===== src/rtl/mbx_pkg.sv =====
package mbx_pkg;
  // byte distance between register groups and address of the first group
  localparam int unsigned GROUP_STRIDE = 32'h20;
  localparam int unsigned FIRST_BASE   = 32'h04;
  localparam int unsigned SLOTS        = GROUP_STRIDE / 4;
  localparam int unsigned NUM_GROUPS   = 6;

  typedef enum logic [2:0] {
    K_PEND_VAL = 3'd0,
    K_PEND_SET = 3'd1,
    K_PEND_CLR = 3'd2,
    K_EN_VAL   = 3'd3,
    K_EN_SET   = 3'd4,
    K_EN_CLR   = 3'd5,
    K_NONE     = 3'd7
  } reg_kind_e;
endpackage


===== src/rtl/mbx_rst_sync.sv =====
module mbx_rst_sync (
  input  logic clk,
  input  logic rst_n,
  output logic rst_int
);
  logic [1:0] sync_q;
  always_ff @(posedge clk or negedge rst_n) begin
    if (!rst_n) sync_q <= 2'b00;
    else        sync_q <= {sync_q[0], 1'b1};
  end
  assign rst_int = sync_q[1];
endmodule


===== src/rtl/mbx_addr_dec.sv =====
module mbx_addr_dec
  import mbx_pkg::*;
#(
  parameter int unsigned ADDR_W   = 8,
  parameter int unsigned NUM_INST = 4,
  localparam int unsigned INST_W  = (NUM_INST > 1) ? $clog2(NUM_INST) : 1
) (
  input  logic [ADDR_W-1:0] addr,
  output reg_kind_e         kind,
  output logic [INST_W-1:0] inst
);
  localparam int unsigned WORD_W = ADDR_W - 2;
  localparam int unsigned SLOT_W = $clog2(SLOTS);

  logic [WORD_W-1:0] word, w_off;
  int unsigned grp, slot;

  always_comb begin
    word  = addr[ADDR_W-1:2];
    w_off = word - WORD_W'(FIRST_BASE / 4);
    grp   = int'(w_off >> SLOT_W);
    slot  = int'(w_off) % SLOTS;
    inst  = INST_W'(slot);
    kind  = K_NONE;
    if (addr[1:0] == 2'b00 && word != '0 && grp < NUM_GROUPS && slot < NUM_INST)
      kind = reg_kind_e'(3'(grp));
  end
endmodule


===== src/rtl/mbx_chan_bank.sv =====
module mbx_chan_bank #(
  parameter int unsigned CHAN_W = 32
) (
  input  logic              clk,
  input  logic              rst_n,
  input  logic [CHAN_W-1:0] pend_set,
  input  logic [CHAN_W-1:0] pend_clr,
  input  logic [CHAN_W-1:0] en_set,
  input  logic [CHAN_W-1:0] en_clr,
  output logic [CHAN_W-1:0] pend_q,
  output logic [CHAN_W-1:0] en_q,
  output logic              hit
);
  logic [CHAN_W-1:0] pend_r, pend_nxt, en_r, en_nxt;
  logic              pend_ce, en_ce;

  // clear has priority over set on the same bit
  always_comb begin
    pend_ce  = |(pend_set | pend_clr);
    en_ce    = |(en_set | en_clr);
    pend_nxt = (pend_r | pend_set) & ~pend_clr;
    en_nxt   = (en_r | en_set) & ~en_clr;
  end

  always_ff @(posedge clk or negedge rst_n) begin
    if (!rst_n)       pend_r <= '0;
    else if (pend_ce) pend_r <= pend_nxt;
  end

  always_ff @(posedge clk or negedge rst_n) begin
    if (!rst_n)     en_r <= '0;
    else if (en_ce) en_r <= en_nxt;
  end

  assign pend_q = pend_r;
  assign en_q   = en_r;
  assign hit    = |(pend_r & en_r);
endmodule


===== src/rtl/doorbell_mbox.sv =====
module doorbell_mbox
  import mbx_pkg::*;
#(
  parameter int unsigned NUM_INST = 4,
  parameter int unsigned CHAN_W   = 32,
  parameter int unsigned ADDR_W   = 8
) (
  input  logic              clk,
  input  logic              rst_n,
  input  logic              psel,
  input  logic              penable,
  input  logic              pwrite,
  input  logic [ADDR_W-1:0] paddr,
  input  logic [CHAN_W-1:0] pwdata,
  output logic [CHAN_W-1:0] prdata,
  output logic              pready,
  output logic              irq
);
  localparam int unsigned INST_W = (NUM_INST > 1) ? $clog2(NUM_INST) : 1;

  logic              rst_int;
  logic              acc_wr, acc_rd;
  reg_kind_e         dec_kind;
  logic [INST_W-1:0] dec_inst;
  logic [CHAN_W-1:0] pend_arr [NUM_INST];
  logic [CHAN_W-1:0] en_arr   [NUM_INST];
  logic [NUM_INST-1:0] hit_vec;
  logic [NUM_INST*CHAN_W-1:0] pend_flat, en_flat;
  logic [CHAN_W-1:0] rd_word;

  mbx_rst_sync u_rst (.clk(clk), .rst_n(rst_n), .rst_int(rst_int));

  mbx_addr_dec #(.ADDR_W(ADDR_W), .NUM_INST(NUM_INST)) u_dec (
    .addr(paddr), .kind(dec_kind), .inst(dec_inst)
  );

  assign acc_wr = psel & penable & pwrite;
  assign acc_rd = psel & penable & ~pwrite;

  for (genvar gi = 0; gi < NUM_INST; gi++) begin : g_inst
    logic sel;
    logic [CHAN_W-1:0] ps, pc, es, ec;
    always_comb begin
      sel = acc_wr && (dec_inst == INST_W'(gi));
      ps  = (sel && dec_kind == K_PEND_SET) ? pwdata : '0;
      pc  = (sel && dec_kind == K_PEND_CLR) ? pwdata : '0;
      es  = (sel && dec_kind == K_EN_SET)   ? pwdata : '0;
      ec  = (sel && dec_kind == K_EN_CLR)   ? pwdata : '0;
    end
    mbx_chan_bank #(.CHAN_W(CHAN_W)) u_bank (
      .clk(clk), .rst_n(rst_int),
      .pend_set(ps), .pend_clr(pc), .en_set(es), .en_clr(ec),
      .pend_q(pend_arr[gi]), .en_q(en_arr[gi]), .hit(hit_vec[gi])
    );
    assign pend_flat[gi*CHAN_W +: CHAN_W] = pend_arr[gi];
    assign en_flat[gi*CHAN_W +: CHAN_W]   = en_arr[gi];
  end

  always_comb begin
    rd_word = '0;
    unique case (dec_kind)
      K_PEND_VAL: rd_word = pend_arr[dec_inst];
      K_EN_VAL:   rd_word = en_arr[dec_inst];
      default:    rd_word = '0;
    endcase
  end

  assign prdata = acc_rd ? rd_word : '0;
  assign pready = 1'b1;
  assign irq    = |hit_vec;
endmodule


===== config.mk =====
export PLATFORM = sky130hd
export DESIGN_NAME = doorbell_mbox
export DESIGN_NICKNAME = d
export VERILOG_FILES = /design/src/rtl/mbx_pkg.sv /design/src/rtl/mbx_rst_sync.sv /design/src/rtl/mbx_addr_dec.sv /design/src/rtl/mbx_chan_bank.sv /design/src/rtl/doorbell_mbox.sv
export SDC_FILE = /design/constraint.sdc
export NUM_CORES = 1
export LEC_CHECK = 0
export ABC_CLOCK_PERIOD_IN_PS = 11700
export BUFFER_PORTS_ARGS = -buffer_cell sky130_fd_sc_hd__buf_4
export CAP_MARGIN = 20
export CORE_MARGIN = 1
export CORE_UTILIZATION = 60
export DETAILED_ROUTE_END_ITERATION = 8
export GPL_TIMING_DRIVEN = 0
export HOLD_SLACK_MARGIN = 0.08
export MAX_ROUTING_LAYER = met4
export PLACE_DENSITY = 0.77
export SLEW_MARGIN = 20
export SYNTH_ARGS = -nofsm -noshare
export SYNTH_HDL_FRONTEND = slang
export SYNTH_HIERARCHICAL = 1
export SYNTH_SLANG_ARGS = --single-unit

===== constraint.sdc =====
create_clock -name clk -period 11.7 [get_ports clk]
set_input_delay 1.17 -clock clk [delete_from_list [all_inputs] [get_ports clk]]
set_output_delay 1.17 -clock clk [all_outputs]
set_load 0.03 [all_outputs]

==> impl_metrics.csv, run 1 <==
group,metric,value,unit
route,drt_iter0_markers,2170,
route,wl_per_cell,24.5,µm
critical_path,end_kind,"output pin",
critical_path,critical_path_required,10.53,ns
clock_network,cts_max_path_buffers,3,
synth,syn_nets,1769,
sta,fmax,0.171,GHz
cells_and_area,register_area,6460,µm²
critical_path,rr_startpoint,"u_rst/sync_q[1]",
synth,async_flop_share,100,%
clock_network,hold_buffers,0,
place,dp_hpwl,34000,µm
cells_and_area,final_cell_mix,"nor2_1 (1025), dfrtp_1 (257), nand2_1 (130), buf_4 (78), buf_2 (69)",
grt,track_usage,46.4,%
floorplanning,rows,55,
critical_path,crit_fanout,10,
sta,setup_viol,0,
grt,grt.overflow.total,0,
synth,synth_top_area_cell,"dfrtp_1",
critical_path,arrival,4.68,ns
synth,synth_top_cell_area_share,46.6,%
route,viasPerCell,6.45,
clock_network,post-cts-setup-buffers,0,
power,leakage,7.00,nW
critical_path,cp-start-kind,"input port",
critical_path,rr_endpoint,"g_inst[0].u_bank/en_q[19]",
hold_path,hold_class,"reg -> async",
sta,skew,0.0102,ns
route,vias,13792,
cells_and_area,stdcell_area,15900,µm²
floorplanning,core_area,22600,µm²
cells_and_area,fin_cells,2139,
clock_network,ctsResizeCount,0,
power,ir_worst_vdd,117,µV
run,cap_viol_max_count,0,
synth,synth-main-ff-cell,"dfrtp_1",
power,powerDensity,124,nW/µm²
cells_and_area,syn2layout_area_growth,14.7,%
grt,grt_pass1_vias,13069,
place,port_buffers,77,
floorplanning,start_util,61.2,%
clock_network,tritoncts,"done",
cells_and_area,drive_gt1_share,14.8,%
synth,syn_area,13900,µm²
synth,yosysSeqAreaShare,46.6,%
sta,tightest_slew,1.14,ns
synth,yosys_warnings,6,
synth,yosys-top-cells-area,"dfrtp_1 (47%), nor2_1 (28%), mux4_2 (10%)",
clock_network,cts-root-buf,"clkbuf_16",
place,place_area,14900,µm²
place,place_ws,6.06,ns
floorplanning,dieWidth,154,µm
synth,syn_avg_cell_area,8.05,µm²
sta,finalCritPeriodShare,50.0,%
outcome,status,"finished, final reports clean",
sta,slew_headroom,23.7,%
cells_and_area,layout_commonest_cell,"nor2_1",
sta,period_needed,5.85,ns
grt,grt_pass1_wl,77600,µm
synth,synthCells,1722,
cells_and_area,num-nets-final,1881,
route,drcViolationCount,0,
floorplanning,die-area,23700,µm²
route,antenna_left,0,
grt,grt_antenna_before_repair,1,
critical_path,criticalPathCategory,"in -> out",
floorplanning,die_y,154,µm
critical_path,reg2reg_setup_slack,10.53,ns
critical_path,ff2ff_path_depth,2,
sta,setup_slack,5.85,ns
place,place_congestion,1.01,
sta,slew_violations,0,
floorplanning,design.portCount,79,
sta,fin_tns_setup,0,ns
route,drtPass1Iterations,9,
clock_network,numClockSinks,258,
clock_network,clk_pin_slew,0.07,ns
clock_network,cts_buffers,28,
grt,grt_max_degree,58,
sta,rsz0062_at_grt,"false",
clock_network,clkLatencyLatePin,0.56,ns
synth,synthDistinctLibCells,35,
route,drt-total-wl,52500,µm
cells_and_area,multi_input_area,6940,µm²
cells_and_area,fillers,1778,
synth,synth-edff-count,0,
clock_network,h-tree-depth,1,
synth,synth_seq_cells,258,
sta,hold_viol_final,0,
place,placed_cells,2089,
-- area by class of cell --
cell class                 count  area share, %
inverter                       3         0.0708
multi-input combinational   1370           43.7
clock buffer                  39           5.30
clock inverter                10          0.811
tap                          285           2.24
buffer                        91           2.86
sequential                   258           40.6
antenna                        1         0.0157
timing repair buffer          82           4.41
-- synthesized netlist by cell type, types with 4 or more instances --
| cell type | n |
|---|---|
| buf_2 | 69 |
| a22o_1 | 32 |
| or4_1 | 6 |
| clkbuf_1 | 14 |
| nor2_1 | 1025 |
| nand4_1 | 17 |
| dfrtp_1 | 258 |
| nand2_1 | 130 |
| mux4_2 | 64 |
| a22oi_2 | 4 |
| nor3b_1 | 4 |
| nand3b_1 | 4 |
| buf_1 | 4 |
| a22oi_1 | 60 |
-- power breakdown --
group | internal [W] | total [W] | switching [W]
Combinational | 0.0000367 | 0.000123 | 0.0000860
Clock | 0.000565 | 0.000944 | 0.000379
Sequential | 0.000896 | 0.000902 | 0.00000558
-- worst max-delay path, cell delays in order --
cell and delay [ns]:
buf_4 0.09, inv_1 0.06, ha_1 0.25, or2_2 0.30, o21ai_0 0.31, nand4_1 0.26, nand3b_1 0.23, nor3_1 0.64
clkbuf_1 0.79, a22o_1 0.37, buf_4 0.19
-- state kept, by name (all words and copies together), names as in the netlist --
name                  flops
g_inst.u_bank/pend_q    128
g_inst.u_bank/en_q      128
u_rst/sync_q              2
-- worst max-delay path by stage --
stage	start	endpoint	cells after the start
floorplan	u_rst/sync_q[1]	g_inst[0].u_bank/en_q[0]	0
global placement	u_rst/sync_q[1]	g_inst[1].u_bank/en_q[17]	0
detailed placement	paddr[2]	prdata[8]	11
CTS	paddr[2]	prdata[8]	11
global route	paddr[2]	prdata[21]	11
finish	paddr[2]	prdata[21]	11
-- per-layer routing --
layer	vias to the layer above	global-route usage, %	wire (µm)
met4	0	28.6	3650
met2	1244	64.3	21700
met3	293	16.3	8350
met1	6418	58.3	18800
li1	5837	-	-
met5	-	-	0
-- through the flow --
stage / util, % / hold slack (ns) / total power (W)
5_1_grt: 70.2 / 0.306 / 0.00200
6_report: 70.2 / 0.270 / 0.00197
3_3_place_gp: 65.4 / 0.338 / 0.00103
2_1_floorplan: - / 0.331 / 0.000975
4_1_cts: 70.2 / 0.282 / 0.00196
3_5_place_dp: 65.9 / 0.279 / 0.00104
-- logic make-up (layout without fill, tap and decap cells) --
group / after synthesis / count (layout) / share of synthesized area (%)
adders and majority gates: 2 / 2 / 0.180
AOI/OAI and AO/OA: 102 / 102 / 5.93
xor gates and xnor gates: 1 / 1 / 0.0632
buffers and inverters: 94 / 225 / 3.36
muxes: 64 / 64 / 10.4
and+or+nand+nor: 1199 / 1199 / 33.4
other: 2 / 3 / 0.0542
DFF: 258 / 258 / 46.6
Power figures use the tool's default switching activity.
==> run 2, diff against run 1 <==
--- a/config.mk
+++ b/config.mk
@@ -5,7 +5,7 @@
 export SDC_FILE = /design/constraint.sdc
 export NUM_CORES = 1
 export LEC_CHECK = 0
-export ABC_CLOCK_PERIOD_IN_PS = 11700
+export ABC_CLOCK_PERIOD_IN_PS = 5600
 export BUFFER_PORTS_ARGS = -buffer_cell sky130_fd_sc_hd__buf_4
 export CAP_MARGIN = 20
 export CORE_MARGIN = 1
==> constraint.sdc (replaced) <==
create_clock -name clk -period 5.6 [get_ports clk]
set_input_delay 0.56 -clock clk [delete_from_list [all_inputs] [get_ports clk]]
set_output_delay 0.56 -clock clk [all_outputs]
set_load 0.03 [all_outputs]
==> impl_metrics.csv, run 2 (synthesis gave the netlist of run 1 again) <==
group,metric,value,unit
outcome,status,"finished, final reports clean",
sta,hold_viol_final,0,
route,drt-total-wl,53000,µm
sta,tightest_slew,1.16,ns
route,viasPerCell,6.40,
power,ir_worst_vdd,246,µV
sta,slew_headroom,22.8,%
place,dp_hpwl,34600,µm
floorplanning,rows,55,
grt,grt_max_degree,57,
sta,rsz0062_at_grt,"false",
floorplanning,die-area,23700,µm²
route,drt_iter0_markers,2101,
hold_path,hold_class,"reg -> async",
route,antenna_left,0,
clock_network,tritoncts,"done",
critical_path,critical_path_required,5.04,ns
floorplanning,design.portCount,79,
sta,setup_viol,0,
cells_and_area,layout_commonest_cell,"nor2_1",
cells_and_area,syn2layout_area_growth,15.2,%
clock_network,clk_pin_slew,0.06,ns
clock_network,ctsResizeCount,0,
clock_network,cts_max_path_buffers,3,
critical_path,crit_fanout,10,
critical_path,criticalPathCategory,"in -> out",
run,cap_viol_max_count,0,
critical_path,cp-start-kind,"input port",
grt,grt_antenna_before_repair,0,
place,port_buffers,77,
clock_network,cts-root-buf,"clkbuf_16",
grt,grt.overflow.total,0,
floorplanning,dieWidth,154,µm
sta,slew_violations,0,
power,leakage,7.03,nW
route,drtPass1Iterations,6,
clock_network,h-tree-depth,1,
clock_network,clkLatencyLatePin,0.56,ns
clock_network,cts_buffers,28,
sta,skew,0.0105,ns
place,place_area,14900,µm²
critical_path,end_kind,"output pin",
sta,period_needed,4.79,ns
clock_network,post-cts-setup-buffers,0,
grt,grt_pass1_wl,79100,µm
floorplanning,die_y,154,µm
cells_and_area,stdcell_area,16000,µm²
sta,fmax,0.209,GHz
route,vias,13720,
sta,finalCritPeriodShare,85.5,%
route,wl_per_cell,24.7,µm
power,powerDensity,263,nW/µm²
cells_and_area,drive_gt1_share,14.9,%
route,drcViolationCount,0,
sta,whs,0.273,ns
cells_and_area,final_cell_mix,"nor2_1 (1025), dfrtp_1 (257), nand2_1 (130), buf_4 (78), buf_2 (69)",
grt,grt_pass1_vias,13129,
critical_path,arrival,4.23,ns
clock_network,numClockSinks,258,
floorplanning,core_area,22600,µm²
floorplanning,start_util,61.2,%
grt,track_usage,47.2,%
cells_and_area,num-nets-final,1882,
place,place_congestion,1.01,
## run 2: worst max-delay path, cell delays in order
cell	delay (ns)
buf_4	0.09
inv_1	0.06
ha_1	0.25
or2_2	0.30
o21ai_0	0.33
nand4_1	0.27
nand3b_1	0.24
nor3_1	0.78
clkbuf_1	0.80
a22o_1	0.36
buf_4	0.19
## run 2: final timing paths
kind | startpoint | end | slack, ns | cells past startpoint
setup / recovery | paddr[2] | prdata[21] | 0.81 | 11
hold / removal | u_rst/sync_q[1] | g_inst[0].u_bank/en_q[28] | 0.27 | 0
setup reg to reg | u_rst/sync_q[1] | g_inst[3].u_bank/en_q[17] | 4.39 | 2
hold reg to reg | u_rst/sync_q[1] | g_inst[0].u_bank/en_q[28] | 0.27 | 0
max in group asynchronous | u_rst/sync_q[1] | g_inst[3].u_bank/en_q[17] | 4.39 | 2
min in group clk | u_rst/sync_q[0] | u_rst/sync_q[1] | 0.35 | 0
## run 2: metal layers
metal	track usage [%]	routed length, µm	share of wire (%)
met1	60.1	18900	36
met2	65.9	22300	42
met4	29.3	3810	7.2
met5	-	0	0
met3	14.7	7920	15
## run 2: metrics by stage
step	total power (W)	TNS, ns	utilization (%)	std cells	setup WS, ns
final	0.00419	0	70.5	2143	0.812
after global routing	0.00427	0	70.5	2142	0.659
after CTS	0.00419	0	70.5	2142	1.09
after detailed placement	0.00216	0	65.9	2089	1.09
after global placement	0.00215	-70.11	65.4	2084	-0.295
after floorplan	0.00204	0	-	1722	1.37
## run 2: repair_timing
action | 4_1_cts | 5_1_grt
hold buffers | 1 | 0
hold endpoints to repair | 2 | 0
endpoints found under the setup margin | 0 | 0
## run 2: area by class of cell
class / instances / area [µm²]
sequential: 258 / 6460
tap: 285 / 357
inverter: 3 / 11.3
clock inverter: 16 / 233
antenna: 1 / 2.50
buffer: 91 / 454
clock buffer: 36 / 792
fill: 1824 / 6670
multi-input combinational: 1370 / 6940
timing repair buffer: 83 / 718
## run 2: report_power, final
part           switching (W)  internal, W  leakage [nW]
Sequential         0.0000119      0.00187          3.60
Combinational       0.000179    0.0000777          2.92
Clock               0.000782      0.00127         0.510
Total               0.000973      0.00322          7.03
==> run 3, diff against run 2 <==
--- a/config.mk
+++ b/config.mk
@@ -8,14 +8,13 @@
 export ABC_CLOCK_PERIOD_IN_PS = 5600
 export BUFFER_PORTS_ARGS = -buffer_cell sky130_fd_sc_hd__buf_4
 export CAP_MARGIN = 20
-export CORE_MARGIN = 1
 export CORE_UTILIZATION = 60
 export DETAILED_ROUTE_END_ITERATION = 8
 export GPL_TIMING_DRIVEN = 0
 export HOLD_SLACK_MARGIN = 0.08
 export MAX_ROUTING_LAYER = met4
-export PLACE_DENSITY = 0.77
-export SLEW_MARGIN = 20
+export PLACE_DENSITY_LB_ADDON = 0.15
+export SLEW_MARGIN = 15
 export SYNTH_ARGS = -nofsm -noshare
 export SYNTH_HDL_FRONTEND = slang
 export SYNTH_HIERARCHICAL = 1
==> impl_metrics.csv, run 3 (synthesis gave the netlist of run 1 again) <==
group,metric,value,unit
outcome,status,"finished, final reports clean",
power,power.total,0.00407,W
route,routed-wl-met2,22100,µm
cells_and_area,final_cell_mix,"nor2_1 (1025), dfrtp_1 (257), nand2_1 (130), buf_4 (78), buf_2 (69)",
critical_path,cp.depth,11,
clock_network,clk_pin_slew,0.05,ns
grt,grt_pass1_wl,78700,µm
critical_path,critical_path.slowest_cell,"clkbuf_1",
grt,track_usage,46.8,%
route,drt_iter0_markers,2262,
clock_network,cts_max_path_buffers,3,
hold_path,hold_class,"in -> async",
route,routed.top_layer,"met4",
sta,tightest_slew,1.06,ns
clock_network,ctsResizeCount,0,
clock_network,tritoncts,"done",
grt,grt.overflow.total,0,
sta,skew,0.00926,ns
route,wl_per_cell,24.6,µm
sta,finalCritPeriodShare,81.9,%
critical_path,max_stage_delay,0.81,ns
grt,grt_max_degree,60,
cells_and_area,num-nets-final,1883,
run,cap_viol_max_count,0,
critical_path,critical_path_required,5.04,ns
route,wl_met1,18400,µm
critical_path,end_kind,"output pin",
place,place_ws,1.18,ns
power,ir_worst_vdd,225,µV
cells_and_area,fin_cells,2144,
clock_network,numClockSinks,258,
route,antenna_left,0,
route,drcViolationCount,0,
cells_and_area,register_area,6460,µm²
clock_network,cts-root-buf,"clkbuf_16",
critical_path,crit_fanout,10,
sta,slew_headroom,29.1,%
sta,setup_slack,1.01,ns
floorplanning,die-area,23700,µm²
cells_and_area,syn2layout_area_growth,14.6,%
clock_network,cts_buffers,29,
route,drtPass1Iterations,7,
cells_and_area,multi_input_area,6940,µm²
critical_path,ff2ff_path_depth,2,
clock_network,h-tree-depth,1,
floorplanning,rows,55,
sta,fmax,0.218,GHz
cells_and_area,layout_commonest_cell,"nor2_1",
route,drt-total-wl,52700,µm
floorplanning,start_util,61.2,%
power,powerDensity,256,nW/µm²
floorplanning,design.portCount,79,
power,leakage,6.99,nW
floorplanning,core_area,22600,µm²
route,vias,13941,
critical_path,arrival,4.03,ns
sta,hold_viol_final,0,
critical_path,cp-start-kind,"input port",
critical_path,crit_family,"simple AND/OR/NAND/NOR gates",
sta,slew_violations,0,
sta,setup_viol,0,
critical_path,criticalPathCategory,"in -> out",
floorplanning,dieWidth,154,µm
place,place_congestion,1.00,
cells_and_area,fillers,1816,
critical_path,path_buf_inv,4,
clock_network,clkLatencyLatePin,0.56,ns
route,wl_met3,8230,µm
grt,grt_antenna_before_repair,0,
route,viasPerCell,6.50,
critical_path,crit_chain,"buf_4, inv_1, ha_1, or2_2, o21ai_0, nand4_1, nand3b_1, nor3_1, clkbuf_1, a22o_1, buf_4",
place,placed_cells,2088,
place,port_buffers,77,
critical_path,cpMostUsedCell,"buf_4",
place,dp_hpwl,34100,µm
cells_and_area,drive_gt1_share,14.7,%
clock_network,post-cts-setup-buffers,0,
clock_network,hold_buffers,1,
sta,rsz0062_at_grt,"false",
grt,grt_pass1_vias,13411,
floorplanning,die_y,154,µm
sta,period_needed,4.59,ns
## run 3: stage by stage
| stage | cell area, µm² | util, % | hold WS (ns) | setup TNS (ns) |
|---|---|---|---|---|
| final | 15900 | 70.2 | 0.314 | 0 |
| after global routing | 15900 | 70.2 | 0.337 | 0 |
| after CTS | 15900 | 70.1 | 0.308 | 0 |
| after detailed placement | 14900 | 65.9 | 0.341 | 0 |
| after global placement | 14800 | 65.4 | 0.337 | -60.88 |
| after floorplan | 13900 | - | 0.264 | 0 |
## run 3: per-layer routing
layer  GRT usage, %  vias up
met3           16.1      347
li1               -     5835
met1           57.7     6508
met2           65.4     1251
met4           31.0        0
met5              -        -
## run 3: cell type report
type / instances / area share (%)
sequential: 258 / 40.7
multi-input combinational: 1370 / 43.7
timing repair buffer: 83 / 4.46
clock buffer: 43 / 5.34
clock inverter: 10 / 0.685
inverter: 3 / 0.0709
buffer: 91 / 2.86
tap: 285 / 2.24
antenna: 1 / 0.0157
## run 3: power breakdown
part           total (W)  internal (W)  switching, W
Sequential       0.00189       0.00187     0.0000132
Combinational   0.000256     0.0000774      0.000179
Clock            0.00193       0.00114      0.000797
## run 3: final timing paths
check | endpoint | startpoint | slack, ns
max | prdata[21] | paddr[2] | 1.01
min | u_rst/sync_q[1] | rst_n | 0.31
max reg2reg | g_inst[1].u_bank/pend_q[13] | u_rst/sync_q[1] | 4.24
min reg2reg | g_inst[2].u_bank/en_q[7] | u_rst/sync_q[1] | 0.33
max in group asynchronous | g_inst[1].u_bank/pend_q[13] | u_rst/sync_q[1] | 4.24
min in group clk | u_rst/sync_q[1] | u_rst/sync_q[0] | 0.35
